File: config.mk
export PLATFORM = sky130hd
export DESIGN_NAME = rsr_top
export DESIGN_NICKNAME = d
export VERILOG_FILES = /design/src/rtl/rsr_pkg.sv /design/src/rtl/rsr_lfsr.sv /design/src/rtl/rsr_stack.sv /design/src/rtl/rsr_top.sv
export SDC_FILE = /design/constraint.sdc
export NUM_CORES = 1
export LEC_CHECK = 0
export ABC_AREA = 1
export BUFFER_PORTS_ARGS = -buffer_cell sky130_fd_sc_hd__buf_2
export CAP_MARGIN = 20
export CORE_MARGIN = 4
export CORE_UTILIZATION = 50
export DETAILED_ROUTE_END_ITERATION = 10
export HOLD_SLACK_MARGIN = 0.1
export PLACE_DENSITY_LB_ADDON = 0.08
export SLEW_MARGIN = 20
export SYNTH_ARGS = -nofsm -noshare
export SYNTH_HDL_FRONTEND = slang
export SYNTH_SLANG_ARGS = --single-unit
File: constraint.sdc
create_clock -name clk -period 2.7 [get_ports clk]
set_input_delay 0.27 -clock clk [delete_from_list [all_inputs] [get_ports clk]]
set_output_delay 0.27 -clock clk [all_outputs]
set_load 0.05 [all_outputs]
File: src/rtl/rsr_pkg.sv
package rsr_pkg;
  localparam int WAYS    = 16;
  localparam int WAY_W   = $clog2(WAYS);
  localparam int ORD_W   = WAYS * WAY_W;
  localparam int LFSR_W  = 16;

  typedef enum logic [1:0] {
    INS_MRU     = 2'd0,
    INS_LRU     = 2'd1,
    INS_BIMODAL = 2'd2,
    INS_ALT_MRU = 2'd3
  } ins_mode_e;

  // slot that currently holds a given way
  function automatic logic [WAY_W-1:0] slot_of(input logic [ORD_W-1:0] ord,
                                               input logic [WAY_W-1:0] way);
    logic [WAY_W-1:0] s;
    s = '0;
    for (int i = 0; i < WAYS; i++)
      if (ord[i*WAY_W +: WAY_W] == way) s = WAY_W'(i);
    return s;
  endfunction

  // x^16 + x^14 + x^13 + x^11 + 1, shifting left
  function automatic logic [LFSR_W-1:0] lfsr_step(input logic [LFSR_W-1:0] s);
    return {s[LFSR_W-2:0], s[15] ^ s[13] ^ s[12] ^ s[10]};
  endfunction

  function automatic logic is_perm(input logic [ORD_W-1:0] ord);
    logic [WAYS-1:0] seen;
    seen = '0;
    for (int i = 0; i < WAYS; i++) seen[ord[i*WAY_W +: WAY_W]] = 1'b1;
    return &seen;
  endfunction
endpackage

File: src/rtl/rsr_lfsr.sv
module rsr_lfsr #(
  parameter int W = rsr_pkg::LFSR_W,
  parameter logic [W-1:0] SEED = 16'hACE1
) (
  input  logic         clk,
  input  logic         rst_n,
  input  logic         step,
  output logic [W-1:0] value
);
  localparam logic [W-1:0] SEED_SAFE = (SEED == '0) ? W'(1) : SEED;

  logic [W-1:0] state_q;

  always_ff @(posedge clk) begin
    if (!rst_n)    state_q <= SEED_SAFE;
    else if (step) state_q <= rsr_pkg::lfsr_step(state_q);
  end

  assign value = state_q;
endmodule

File: src/rtl/rsr_stack.sv
module rsr_stack #(
  parameter int WAYS  = rsr_pkg::WAYS,
  parameter int WAY_W = rsr_pkg::WAY_W
) (
  input  logic                  clk,
  input  logic                  rst_n,
  input  logic                  promote,   // move one way to slot 0
  input  logic                  from_hit,  // source is the hit way, else slot WAYS-1
  input  logic [WAY_W-1:0]      hit_way,
  output logic [WAY_W-1:0]      lru_way,
  output logic [WAYS*WAY_W-1:0] ord_flat
);
  localparam int LAST = WAYS - 1;

  logic [WAY_W-1:0] ord_q [WAYS];
  logic [WAY_W-1:0] ord_d [WAYS];
  logic [WAY_W-1:0] src_slot;

  generate
    for (genvar g = 0; g < WAYS; g++) begin : g_flat
      assign ord_flat[g*WAY_W +: WAY_W] = ord_q[g];
    end
  endgenerate

  assign lru_way  = ord_q[LAST];
  assign src_slot = from_hit ? rsr_pkg::slot_of(ord_flat, hit_way) : WAY_W'(LAST);

  always_comb begin
    for (int i = 0; i < WAYS; i++) begin
      ord_d[i] = ord_q[i];
      if (promote) begin
        if (i == 0)                      ord_d[i] = ord_q[src_slot];
        else if (WAY_W'(i) <= src_slot)  ord_d[i] = ord_q[i-1];
      end
    end
  end

  always_ff @(posedge clk) begin
    for (int i = 0; i < WAYS; i++) begin
      if (!rst_n) ord_q[i] <= WAY_W'(i);
      else        ord_q[i] <= ord_d[i];
    end
  end
endmodule

File: src/rtl/rsr_top.sv
module rsr_top #(
  parameter int WAYS     = rsr_pkg::WAYS,
  parameter int WAY_W    = rsr_pkg::WAY_W,
  parameter int LFSR_W   = rsr_pkg::LFSR_W,
  parameter int THR_BITS = 5,
  parameter logic [LFSR_W-1:0] SEED = 16'hACE1
) (
  input  logic                  clk,
  input  logic                  rst_n,
  input  logic                  acc_valid,
  input  logic                  acc_hit,
  input  logic [WAY_W-1:0]      acc_way,
  input  logic [1:0]            ins_mode,
  output logic [WAY_W-1:0]      victim_way,
  output logic [WAYS*WAY_W-1:0] order_dbg
);
  import rsr_pkg::*;

  ins_mode_e         mode;
  logic              hit_evt, miss_evt, lucky, fill_mru, promote;
  logic [LFSR_W-1:0] lfsr_val;

  assign mode     = ins_mode_e'(ins_mode);
  assign hit_evt  = acc_valid &  acc_hit;
  assign miss_evt = acc_valid & ~acc_hit;
  assign lucky    = (lfsr_val[THR_BITS-1:0] == '0);

  always_comb begin
    unique case (mode)
      INS_LRU:     fill_mru = 1'b0;
      INS_BIMODAL: fill_mru = miss_evt & lucky;
      default:     fill_mru = miss_evt;
    endcase
  end

  assign promote = hit_evt | fill_mru;

  rsr_lfsr #(.W(LFSR_W), .SEED(SEED)) u_lfsr (
    .clk   (clk),
    .rst_n (rst_n),
    .step  (miss_evt),
    .value (lfsr_val)
  );

  rsr_stack #(.WAYS(WAYS), .WAY_W(WAY_W)) u_stack (
    .clk      (clk),
    .rst_n    (rst_n),
    .promote  (promote),
    .from_hit (acc_hit),
    .hit_way  (acc_way),
    .lru_way  (victim_way),
    .ord_flat (order_dbg)
  );
endmodule

# After elaboration in Yosys (flattened, before gate mapping)
# Memory sizes are Yosys's and may differ from the RTL's.
# Index checks and enable logic that the tools add are counted.
# word_totals
elab_cells,125
latchBits,0
rom_bits,0
ramBits,64
n_memories,1
regBits,16
# mem_list
name,words,word_bits,rd,rd_clocked_by_memory_dff,wr,line_no,text
u_stack.ord_q,16,4,17,0,16,rsr_stack.sv:15,logic [WAY_W-1:0] ord_q [WAYS];
# classes
n_lt_le_gt_ge,15
reduce_logical,1
n_mul,0
div,0
n_eq_ne,17
n_mux,66
n_addsub,0
n_shift,0
bitwise_logic,24
# op_table
op,count
$mux 4,56
$eq 4x4->1,15
$le 4x4->1 const A,8
$or 1x1->1,17
$le 3x4->1 const A,4
$mux 3,4
$le 2x4->1 const A,2
$logic_not 5->1,1
$le 1x4->1 const A,1
$mux 2,2
$and 1x1->1,3
$mux 1,3
$xor 1x1->1,3
$eq 2x1->1 const B,1
$eq 2x2->1 const B,1
$pmux 1 s2,1
$not 1->1,1

# Longest topological paths before layout
# An unclocked memory read counts as a cell.
# depth
word_depth,22
depth_mapped,29
mapped_depth_nobuf,27

# By module
# From an unflattened synthesis, not the netlist that was laid out.
# hier_totals
cells_unflattened,657
area_unflattened_um2,4605.7
# by_module_without_submodules
mod,area_per_inst_um2,cells_per_inst,instances
rsr_stack,3926.3,564,1
rsr_lfsr,626.9,82,1
rsr_top,52.6,11,1

# Least setup slack after synthesis
# No wires, ideal clock.
# synth_timing
path_kind,register to register
from,mem u_stack.ord_q[2][2] (netlist name)
to,mem u_stack.ord_q[0][2] (netlist name)
period_less_slack_ns,2.475
t_required_ns,2.584
n_path_buf,1
setup_slack_ns,0.225
t_arrival_ns,2.360
path_stages_with_launch,29
path_cell_list,dfxtp_1 -> inv_1 -> nand2_1 -> nand2_1 -> nor2_1 -> nand2_1 -> nand2_1 -> nand2_1 -> nand2_1 -> nand2_1 -> nand2_1 -> nand2_1 -> nand2_1 -> nand2_1 -> nand2_1 -> nand2_1 -> nand2_1 -> nand2_1 -> nand2_4 -> nand2_4 -> buf_4 -> nand2_1 -> nand2_1 -> nand2_1 -> nand2_1 -> nand2_1 -> nand3_1 -> nor2_1 -> nor2_1
# synth_rtl
element,line_no
from (decl),rsr_stack.sv:15

==> flow_metrics.env <==
export IMPL_synth_area_mm2=0.00465
export IMPL_cts_root_buffer="clkbuf_8"
export IMPL_synth_edf_count=0
export IMPL_busiest_layer="met2"
export IMPL_n_antenna_cell=0
export IMPL_insertion_delay_ns=0.36
export IMPL_p_leak_nw=2.62
export IMPL_cts_buffers=9
export IMPL_overflow=0
export IMPL_gp_congestion=0.923
export IMPL_cp_depth=28
export IMPL_hold_buffers=0
export IMPL_post_drt_wl_per_cell_um=15.5
export IMPL_cts_clk_slew_worst_paths_ns=0.09
export IMPL_max_freq_ghz=0.401
export IMPL_synth_cell_types=37
export IMPL_crit_top_cell="nand2_1"
export IMPL_drv_slew=0
export IMPL_synth_nets=669
export IMPL_core_mm2=0.00889
export IMPL_cts_max_path_buffers=2
export IMPL_synth_area_per_cell_um2=7.07
export IMPL_hold_depth=2
export IMPL_io_pins=78
export IMPL_yosysTopAreaCell="dfxtp_1"
export IMPL_synth_yosys_warnings=0
export IMPL_cpMaxStageDelayCell="dfxtp_2"
export IMPL_p_per_area_mw_per_mm2=847
export IMPL_syn2layout_area_growth_pct=17.6
export IMPL_finalWorstPathRequiredPeriod_ns=2.49
export IMPL_initialDrtViolationCount=208
export IMPL_drive_gt1_frac=0.234
export IMPL_criticalPathCategory="flop to flop"
export IMPL_critical_path_max_stage_delay_ns=0.36
export IMPL_hpwl_um=10000
export IMPL_grtUsageMet1=0.326
export IMPL_final_instance_count_excl_fill=861
export IMPL_grt_pass1_wl_um=21900
export IMPL_nFillCells=906
export IMPL_place_detailed_instances=840
export IMPL_dieArea_mm2=0.0109
export IMPL_layout_nets=759
export IMPL_vias=4557
export IMPL_htree_levels=3
export IMPL_grt_max_degree=47
export IMPL_cp_top_family="simple AND/OR/NAND/NOR gates"
export IMPL_grtUsageMet2=0.405
export IMPL_hp_class="input pin to flop"
export IMPL_outcome="complete, no violations"
export IMPL_arrival_ns=2.75
export IMPL_gr_usage_met3=0.0472
export IMPL_cts_tree="done"
export IMPL_syn_inst=658
export IMPL_grtUsageTotal=0.245
export IMPL_synthTopCellsByArea="dfxtp_1 34%, nand2_1 14%, xnor2_1 10%"
export IMPL_reg2regPathDepth=28
export IMPL_grt_pass1_vias=4369
export IMPL_rows=34
export IMPL_drc=0
export IMPL_critPathCaptureType="flop"
export IMPL_worstPathBufferInverterCount=2
export IMPL_ys_seq_area_frac=0.344
export IMPL_hold_viol=0
export IMPL_drt_total_wl_um=13400
export IMPL_maxCapViolCount=0
export IMPL_cp_max_fo=8
export IMPL_slew_limit_headroom=0.650
export IMPL_final_setup_skew_ns=0.0119
export IMPL_tightest_slew_ns=0.525
export IMPL_synth_top_area_frac=0.344
export IMPL_antenna_found_initial=0
export IMPL_port_buffers=77
export IMPL_numClockSinks=80
export IMPL_final_period_utilization=0.923
export IMPL_crit_path_start_kind="flop"
export IMPL_setup_viol=0
export IMPL_postRouteAntennaNets=0
export IMPL_die_w_um=104
export IMPL_synth_ff_type="dfxtp_1"
export IMPL_dr_pass1_iters=4
export IMPL_finalPower_w=0.00464
export IMPL_ys_seq_elements=80
export IMPL_vias_per_cell=5.29
export IMPL_async_flop_share=0
export IMPL_max_vdd_ir_drop_v=0.000348
export IMPL_initial_core_util=0.523
export IMPL_die_y_um=104
export IMPL_required_ns=2.96
## metal layers
layer / wire length, um / up-vias
met4: 161 / 0
li1: - / 2300
met5: 0 / -
met1: 6120 / 2089
met2: 6300 / 156
met3: 778 / 12
## kinds of logic (layout without fill, tap and decap cells)
logic type	Yosys count	count (layout)	synth area share
buffers and inverters	87	182	0.0976
DFF	80	80	0.344
AOI/OAI and AO/OA	96	96	0.120
and+or+nand+nor	336	336	0.321
xor gates and xnor gates	58	58	0.114
adders and majority gates	1	1	0.00269
## worst paths after layout
check / slack [ns] / start / to
setup / recovery: 0.21 / u_stack.ord_q[2][2] / u_stack.ord_q[0][3]
hold / removal: 0.31 / rst_n / u_stack.ord_q[15][1]
setup reg to reg: 0.21 / u_stack.ord_q[2][2] / u_stack.ord_q[0][3]
hold reg to reg: 0.47 / u_lfsr.value[11] / u_lfsr.value[11]
## Yosys cell counts (2+ instances only)
cell      number
nand2_1      173
dfxtp_1       80
nor2_1        68
nand3_1       59
xnor2_1       53
inv_1         39
o21ai_0       38
a21oi_1       27
inv_2         15
nand4_1       15
clkbuf_1      12
o211ai_1      11
o21ai_1       10
buf_4          9
nand3b_1       8
buf_6          5
nor2_4         5
o21ai_2        5
nand2_4        3
xor2_2         3
buf_12         2
buf_8          2
xor2_1         2
## state kept, by name, indices dropped and copies added (netlist names)
| name | count |
|---|---|
| u_lfsr.value | 16 |
| u_stack.ord_q | 64 |
## worst register-to-register path: cells and delay by family, from the launching register on
family | cells | cell delay, ns
buf+inv | 2 | 0.23
simple gates | 26 | 1.81
flops | 1 | 0.36
## cells in the final DEF (no fill, tap or decap), types with 11 or more instances in the layout
master / instances
buf_4: 29
nand3_1: 59
o21ai_0: 38
nand4_1: 15
inv_1: 39
xnor2_1: 53
inv_2: 15
o211ai_1: 11
buf_2: 77
nor2_1: 68
nand2_1: 170
dfxtp_1: 73
a21oi_1: 27
## repair_timing
action | 4_1_cts | 5_1_grt
setup buffers | 0 | 4
resized for setup | 0 | 17
endpoints found under the setup margin | 0 | 27
## layout make-up
cell class	count	area (um^2)	share of cell area
Clock buffer	9	124	0.0226
Clock inverter	7	78.8	0.0144
Inverter	55	206	0.0377
Multi-Input combinational cell	491	2610	0.478
Sequential cell	80	1620	0.295
Tap cell	108	135	0.0247
Timing Repair Buffer	111	699	0.128
## through the flow
| step | TNS (ns) | util | setup slack [ns] | instance area (um^2) | hold WS [ns] |
|---|---|---|---|---|---|
| final | 0 | 0.616 | 0.207 | 5470 | 0.306 |
| after global routing | -0.0198 | 0.616 | -0.0105 | 5470 | 0.322 |
| after CTS | 0 | 0.604 | 0.0560 | 5370 | 0.294 |
| after detailed placement | 0 | 0.581 | 0.0501 | 5170 | 0.450 |
| after global placement | 0 | 0.581 | 0.0449 | 5170 | 0.441 |
| after floorplan | 0 | - | 0.225 | 4650 | 0.429 |
## power by group
group | internal, W | switching (W)
clock network | 0.000437 | 0.000500
logic | 0.000687 | 0.00146
registers | 0.00134 | 0.000210
Note: power is estimated with default switching activity, not from simulation.
